**src/rtl/hotpin_pkg.sv**
```systemverilog
package hotpin_pkg;

  typedef enum logic [1:0] {
    POL_NONE   = 2'd0,
    POL_CLKMOD = 2'd1,
    POL_PSTATE = 2'd2
  } hot_policy_e;

  // Performance-state policy wins when both enables are set.
  function automatic hot_policy_e pick_policy(input logic clkmod_en, input logic pstate_en);
    hot_policy_e p;
    if (pstate_en)      p = POL_PSTATE;
    else if (clkmod_en) p = POL_CLKMOD;
    else                p = POL_NONE;
    return p;
  endfunction

endpackage

```
**src/rtl/hotpin_rst_sync.sv**
```systemverilog
module hotpin_rst_sync (
  input  logic clk,
  input  logic rst_n,
  output logic rst_sync_n
);
  logic [1:0] stage_q;

  always_ff @(posedge clk or negedge rst_n) begin
    if (!rst_n) stage_q <= 2'b00;
    else        stage_q <= {stage_q[0], 1'b1};
  end

  assign rst_sync_n = stage_q[1];
endmodule

```
**src/rtl/hotpin_sync.sv**
```systemverilog
module hotpin_sync #(
  parameter int STAGES = 2
) (
  input  logic clk,
  input  logic rst_n,
  input  logic d_i,
  output logic q_o
);
  logic [STAGES-1:0] chain_q;
  logic [STAGES-1:0] chain_d;

  always_comb begin
    chain_d[0] = d_i;
    for (int k = 1; k < STAGES; k++) chain_d[k] = chain_q[k-1];
  end

  always_ff @(posedge clk or negedge rst_n) begin
    if (!rst_n) chain_q <= '0;
    else        chain_q <= chain_d;
  end

  assign q_o = chain_q[STAGES-1];
endmodule

```
**src/rtl/hotpin_policy.sv**
```systemverilog
module hotpin_policy
  import hotpin_pkg::*;
#(
  parameter int NUM_CORES   = 2,
  parameter int SYNC_STAGES = 2
) (
  input  logic [NUM_CORES-1:0]   trip_q_i,
  input  logic [SYNC_STAGES-1:0] own_hist_i,
  input  logic                   pin_act_i,
  input  logic                   en_clkmod_i,
  input  logic                   en_pstate_i,
  output logic [NUM_CORES-1:0]   clkmod_en_o,
  output logic [NUM_CORES-1:0]   pstate_low_o
);
  hot_policy_e policy;
  logic        any_trip;
  logic        own_recent;
  logic        ext_only;
  logic        throttle_all;

  always_comb begin
    policy       = pick_policy(en_clkmod_i, en_pstate_i);
    any_trip     = |trip_q_i;
    // Our own pull shows on the synced pin for SYNC_STAGES cycles after release.
    own_recent   = any_trip | (|own_hist_i);
    ext_only     = pin_act_i & ~own_recent;
    throttle_all = any_trip | pin_act_i;
  end

  for (genvar c = 0; c < NUM_CORES; c++) begin : g_core
    always_comb begin
      clkmod_en_o[c]  = 1'b0;
      pstate_low_o[c] = 1'b0;
      unique case (policy)
        POL_PSTATE: pstate_low_o[c] = throttle_all;
        POL_CLKMOD: clkmod_en_o[c]  = trip_q_i[c] | ext_only;
        default: ;
      endcase
    end
  end
endmodule

```
**src/rtl/hotpin_edge_irq.sv**
```systemverilog
module hotpin_edge_irq (
  input  logic       clk,
  input  logic       rst_n,
  input  logic       pin_act_i,
  input  logic       rise_en_i,
  input  logic       fall_en_i,
  input  logic [1:0] clr_i,
  output logic       irq_o,
  output logic       sts_rise_o,
  output logic       sts_fall_o
);
  logic act_q, act_d;
  logic irq_q, irq_d;
  logic sr_q, sr_d;
  logic sf_q, sf_d;
  logic rise_hit, fall_hit;

  always_comb begin
    rise_hit = pin_act_i & ~act_q & rise_en_i;
    fall_hit = ~pin_act_i & act_q & fall_en_i;
    act_d    = pin_act_i;
    irq_d    = rise_hit | fall_hit;
    // A fresh edge wins over a clear arriving in the same cycle.
    sr_d     = (sr_q & ~clr_i[0]) | rise_hit;
    sf_d     = (sf_q & ~clr_i[1]) | fall_hit;
  end

  always_ff @(posedge clk or negedge rst_n) begin
    if (!rst_n) begin
      act_q <= 1'b0;
      irq_q <= 1'b0;
      sr_q  <= 1'b0;
      sf_q  <= 1'b0;
    end else begin
      act_q <= act_d;
      irq_q <= irq_d;
      sr_q  <= sr_d;
      sf_q  <= sf_d;
    end
  end

  assign irq_o      = irq_q;
  assign sts_rise_o = sr_q;
  assign sts_fall_o = sf_q;
endmodule

```
**src/rtl/hotpin_arbiter.sv**
```systemverilog
module hotpin_arbiter #(
  parameter int NUM_CORES   = 2,
  parameter int SYNC_STAGES = 2
) (
  input  logic                 clk,
  input  logic                 rst_n,
  input  logic [NUM_CORES-1:0] core_trip_i,
  input  logic                 en_clkmod_i,
  input  logic                 en_pstate_i,
  input  logic                 pin_in_i,
  input  logic                 irq_rise_en_i,
  input  logic                 irq_fall_en_i,
  input  logic [1:0]           sts_clr_i,
  output logic                 pin_drive_o,
  output logic [NUM_CORES-1:0] clkmod_en_o,
  output logic [NUM_CORES-1:0] pstate_low_o,
  output logic                 irq_o,
  output logic                 sts_assert_o,
  output logic                 sts_deassert_o
);
  logic                   rst_sync_n;
  logic [NUM_CORES-1:0]   trip_q, trip_d;
  logic [SYNC_STAGES-1:0] own_hist_q, own_hist_d;
  logic                   pin_act;

  hotpin_rst_sync u_rst (
    .clk        (clk),
    .rst_n      (rst_n),
    .rst_sync_n (rst_sync_n)
  );

  hotpin_sync #(.STAGES(SYNC_STAGES)) u_pin_sync (
    .clk   (clk),
    .rst_n (rst_sync_n),
    .d_i   (~pin_in_i),
    .q_o   (pin_act)
  );

  always_comb begin
    trip_d        = core_trip_i;
    own_hist_d[0] = |trip_q;
    for (int k = 1; k < SYNC_STAGES; k++) own_hist_d[k] = own_hist_q[k-1];
  end

  always_ff @(posedge clk or negedge rst_sync_n) begin
    if (!rst_sync_n) begin
      trip_q     <= '0;
      own_hist_q <= '0;
    end else begin
      trip_q     <= trip_d;
      own_hist_q <= own_hist_d;
    end
  end

  assign pin_drive_o = |trip_q;

  hotpin_policy #(.NUM_CORES(NUM_CORES), .SYNC_STAGES(SYNC_STAGES)) u_policy (
    .trip_q_i     (trip_q),
    .own_hist_i   (own_hist_q),
    .pin_act_i    (pin_act),
    .en_clkmod_i  (en_clkmod_i),
    .en_pstate_i  (en_pstate_i),
    .clkmod_en_o  (clkmod_en_o),
    .pstate_low_o (pstate_low_o)
  );

  hotpin_edge_irq u_irq (
    .clk        (clk),
    .rst_n      (rst_sync_n),
    .pin_act_i  (pin_act),
    .rise_en_i  (irq_rise_en_i),
    .fall_en_i  (irq_fall_en_i),
    .clr_i      (sts_clr_i),
    .irq_o      (irq_o),
    .sts_rise_o (sts_assert_o),
    .sts_fall_o (sts_deassert_o)
  );
endmodule

```
**config.mk**
```make
export PLATFORM = sky130hd
export DESIGN_NAME = hotpin_arbiter
export DESIGN_NICKNAME = d
export VERILOG_FILES = /design/src/rtl/hotpin_pkg.sv /design/src/rtl/hotpin_rst_sync.sv /design/src/rtl/hotpin_sync.sv /design/src/rtl/hotpin_policy.sv /design/src/rtl/hotpin_edge_irq.sv /design/src/rtl/hotpin_arbiter.sv
export SDC_FILE = /design/constraint.sdc
export NUM_CORES = 1
export LEC_CHECK = 0
export ABC_CLOCK_PERIOD_IN_PS = 3400
export CAP_MARGIN = 10
export CORE_AREA = 5 5 42 44
export DETAILED_ROUTE_END_ITERATION = 10
export DIE_AREA = 0 0 47 49
export GPL_TIMING_DRIVEN = 0
export PLACE_DENSITY_LB_ADDON = 0.25
export REMOVE_ABC_BUFFERS = 1
export SYNTH_ARGS = -nofsm -noshare
export SYNTH_HDL_FRONTEND = slang
export SYNTH_HIERARCHICAL = 1
export SYNTH_SLANG_ARGS = --single-unit
```
**constraint.sdc**
```tcl
create_clock -name clk -period 3.4 [get_ports clk]
set_input_delay 0.68 -clock clk [delete_from_list [all_inputs] [get_ports clk]]
set_output_delay 0.68 -clock clk [all_outputs]
set_load 0.05 [all_outputs]
```
; ---- Word level (Yosys, flattened, before mapping)
; Cells that the tools add are included.
; Widths: inputs -> output; s select.
[word_totals]
wordCells = 37
ff_bits = 12
output_inout_bits = 8
inputBits = 11
[classes]
n_mux = 5
n_reduce_logical = 2
n_bitwise = 20
n_eq_ne = 2
[op_table]
columns = operator, n
row1 = $and 1x1->1, 7
row2 = $or 1x1->1, 7
row3 = $not 1->1, 6
row4 = $mux 1, 4
row5 = $reduce_or 2->1, 2
row6 = $eq 2x1->1 const B, 1
row7 = $eq 2x2->1 const B, 1
row8 = $mux 2, 1

; ---- Longest topological paths before layout
[depth]
ltp_word = 6
mapped_depth = 2
depth_no_buf = 2

; ---- By module
; Netlist, hierarchy kept.
[modules_own_cells]
columns = module, cells_each, seq_area_each_um2, n_inst, area_each_um2
row1 = hotpin_edge_irq, 11, 100.1, 1, 136.4
row2 = hotpin_arbiter, 6, 100.1, 1, 110.1
row3 = hotpin_policy, 9, 0.0, 1, 61.3
row4 = hotpin_rst_sync, 3, 50.0, 1, 53.8
row5 = hotpin_sync, 2, 50.0, 1, 50.0

; ---- Worst setup path before layout
; Ideal clock, no wire load.
[synth_timing]
kind = register to output
from = reg trip_q[0]
to = out clkmod_en_o[1]
setup_slack_ns = 1.039
required_time_ns = 2.720
arrival_ns = 1.681
n_path_buf = 0
path_stages_with_launch = 3
cell_sequence = dfrtp_1 or4b_1 a21oi_1
[synth_via]
elab_chain_len = 6
[synth_rtl]
columns = item, line
row1 = start: declaration, hotpin_arbiter.sv:22  ; logic [NUM_CORES-1:0] trip_q, trip_d;
row2 = start signal: assignment, hotpin_arbiter.sv:50  ; trip_q <= trip_d;
row3 = $reduce_or 2->1, hotpin_policy.sv:23  ; any_trip = |trip_q_i;
row4 = $or 1x1->1, hotpin_policy.sv:25  ; own_recent = any_trip | (|own_hist_i);
row5 = $not 1->1, hotpin_policy.sv:26  ; ext_only = pin_act_i & ~own_recent;
row6 = $and 1x1->1, hotpin_policy.sv:26
row7 = $or 1x1->1, hotpin_policy.sv:36  ; POL_CLKMOD: clkmod_en_o[c] = trip_q_i[c] | ext_only;
row8 = $mux 1, hotpin_policy.sv:34  ; unique case (policy)
row9 = end: declaration, hotpin_arbiter.sv:15  ; output logic [NUM_CORES-1:0] clkmod_en_o,
; No other way between the ends.

; ---- Worst setup path in the final report
[layout_timing]
from = in en_pstate_i
to = out clkmod_en_o[1]
[layout_via]
elab_chain_len = 3
[layout_rtl]
columns = item, line
row1 = start: declaration, hotpin_arbiter.sv:9  ; input logic en_pstate_i,
row2 = $mux 2, hotpin_pkg.sv:12  ; if (pstate_en) p = POL_PSTATE;
row3 = $eq 2x1->1, hotpin_policy.sv:34
row4 = $mux 1, hotpin_policy.sv:34
; No other way between the ends.

==> out/qor.yml <==
status: "finished clean"
wl_per_cell_um: 9.882
fin_crit_sh_pct: 84.84
rsz0062_at_grt: "no"
crit_path_max_fanout: 2
drive_gt1_share_pct: 9.615
maxSlewViolCount: 0
grt_pass1_vias: 274
synth_cell_type_count: 12
drc_errors: 0
worst_setup_path_start_kind: "primary input"
crit_path_frequent_cell: "clkdlybuf4s50_1"
io-pin-count: 19
crit_chain: "clkdlybuf4s50_1 > nand2b_1 > a21oi_1 > clkdlybuf4s50_1"
track_usage_pct: 6.867
overflow: 0
endpoint_kind: "output port"
die_h_um: 49
max_cap_violations: 0
ys_seq_area_share_pct: 72.95
fillers: 150
clock_skew_ps: 2.852
core_mm2: 0.001401
die_w_um: 47
cts_sinks: 12
finalHoldViolations: 0
crit_slowest_cell: "clkdlybuf4s50_1"
post_cts_buffers: 0
fin_crit_ps: 2884
cp.required_ps: 2720
path_delay_family: "buffers and inverters"
grt_max_degree: 11
antenna_found_initial: 0
relSlewSlack_pct: 66.54
root_buffer: "clkbuf_4"
cts_buffer_depth: 2
multi_input_area_um2: 85.08
vias: 283
die_area_mm2: 0.002303
hpwl_um: 590.9
drt_first_iter_violations: 1
path_buf_inv: 2
worst_slack_ps: 515.6
yosysWarnings: 6
initial_core_util_pct: 29.38
dr.pass1.iters: 2
cts_tree: "yes"
worst_slew_pin_slew_ps: 500.3
cpPeakStageDelay_ps: 820
setup-tns-final_ps: 0
synth_area_per_cell_um2: 13.28
seqCellArea_um2: 300.3
hold_buffers: 0
globalplace.congestion: 0.5872
num-nets-final: 64
syn_to_final_growth_pct: 55.62
ys_ff_latch: 12
synthCells: 31
pre_cts_ws_ps: 491.3
finalSetupViolCount: 0
htree_levels: 1
avgViaCountPerCell: 4.162
diodes: 0
portBuffers: 18
critPathArrivalTime_ps: 2200
power.density_mw_per_mm2: 491.4
grt_pass1_wl_mm: 1.097
crit_type: "primary input to output port"
rows: 14
routed_wl_um: 672
hold_path.class: "flop to asynchronous set/reset pin"
hold_ws_ps: 147.6
clk_pin_slew_ps: 70
netlist_area_um2: 411.6
clock_latency_ps: 260
cts_resized: 0
cts-buffers-inserted: 3
clock.fmax_mhz: 346.7
postRouteAntennaNets: 0
p_leak_nw: 0.2810
vdd_drop_max_mv: 0.3411
Yosys cell counts (all sizes together):
| cell type | count | area (µm²) |
|---|---|---|
| o21ai | 2 | 10.01 |
| o31a | 1 | 10.01 |
| buf | 1 | 7.510 |
| nand2 | 1 | 3.750 |
| or4b | 2 | 20.02 |
| a21oi | 2 | 10.01 |
| nand2b | 1 | 6.260 |
| inv | 5 | 18.77 |
| dfrtp | 12 | 300.3 |
| conb | 1 | 3.750 |
| nand3b | 2 | 15.01 |
| or2 | 1 | 6.260 |
state kept, by name, indices dropped and copies added, names as in the netlist:
register / count
own_hist_q: 2
trip_q: 2
u_pin_sync/chain_q: 2
u_rst/stage_q: 2
u_irq/act_q: 1
u_irq/irq_o: 1
u_irq/sts_fall_o: 1
u_irq/sts_rise_o: 1
power by group:
group | total [W] | internal (W) | switching (W)
sequential | 0.000157 | 0.000151 | 0.00000599
combinational | 0.0000506 | 0.0000228 | 0.0000279
clock | 0.000107 | 0.0000650 | 0.0000424
total | 0.000315 | 0.000238 | 0.0000763
per-stage QoR:
stage	utilization [%]	cell area, µm²	power (W)	cells
after floorplan	-	404.1	0.0001855	30
after global placement	43.13	604.3	0.0002104	64
after detailed placement	43.13	604.3	0.0002112	64
after CTS	45.71	640.6	0.0003215	68
after global routing	45.71	640.6	0.0003348	68
final	45.71	640.6	0.0003148	68
layout by cell type, fill, tap and decap left out:
| cell type | netlist | final |
|---|---|---|
| a21oi_1 | 2 | 2 |
| clkbuf_4 | 0 | 3 |
| clkbuf_8 | 0 | 1 |
| clkdlybuf4s50_1 | 0 | 18 |
| conb_1 | 1 | 1 |
| dfrtp_1 | 12 | 12 |
| inv_1 | 5 | 5 |
| nand2_1 | 1 | 1 |
| nand2b_1 | 1 | 1 |
| nand3b_1 | 2 | 2 |
| o21ai_0 | 2 | 2 |
| o31a_2 | 1 | 1 |
| or2_1 | 1 | 1 |
| or4b_1 | 2 | 2 |
metal layers:
metal | up-vias | share of wire, % | wire [µm] | global-route usage (%)
li1 | 139 | - | - | -
met1 | 135 | 33 | 224 | 6.236
met2 | 9 | 58 | 387 | 10.86
met3 | 0 | 8.9 | 60 | 6.642
met4 | 0 | 0 | 0 | 1.382
met5 | - | 0 | 0 | 0
layout make-up:
type,count,area share (%)
Timing Repair Buffer,18,28.13
Sequential cell,12,46.88
Tap cell,16,3.125
Clock buffer,4,5.664
Multi-Input combinational cell,13,13.28
Inverter,5,2.930
kinds of logic after synthesis:
| logic type | synth area share, % |
|---|---|
| AOI/OAI and AO/OA | 7.295 |
| buffers and inverters | 6.384 |
| DFF | 72.95 |
| other | 0.9110 |
| and+or+nand+nor | 12.46 |
worst paths after layout:
check	from	to	slack [ps]	depth (start not counted)
min in group clk	u_pin_sync/chain_q[0]	u_pin_sync/chain_q[1]	350	0
hold / removal	u_rst/stage_q[1]	u_irq/act_q	150	0
max in group asynchronous	rst_n	u_rst/stage_q[0]	2710	1
hold reg to reg	u_rst/stage_q[1]	u_irq/act_q	150	0
setup reg to reg	u_pin_sync/chain_q[1]	u_irq/sts_fall_o	2630	2
setup / recovery	en_pstate_i	clkmod_en_o[1]	520	4
Note: power is estimated with default switching activity, not from simulation.
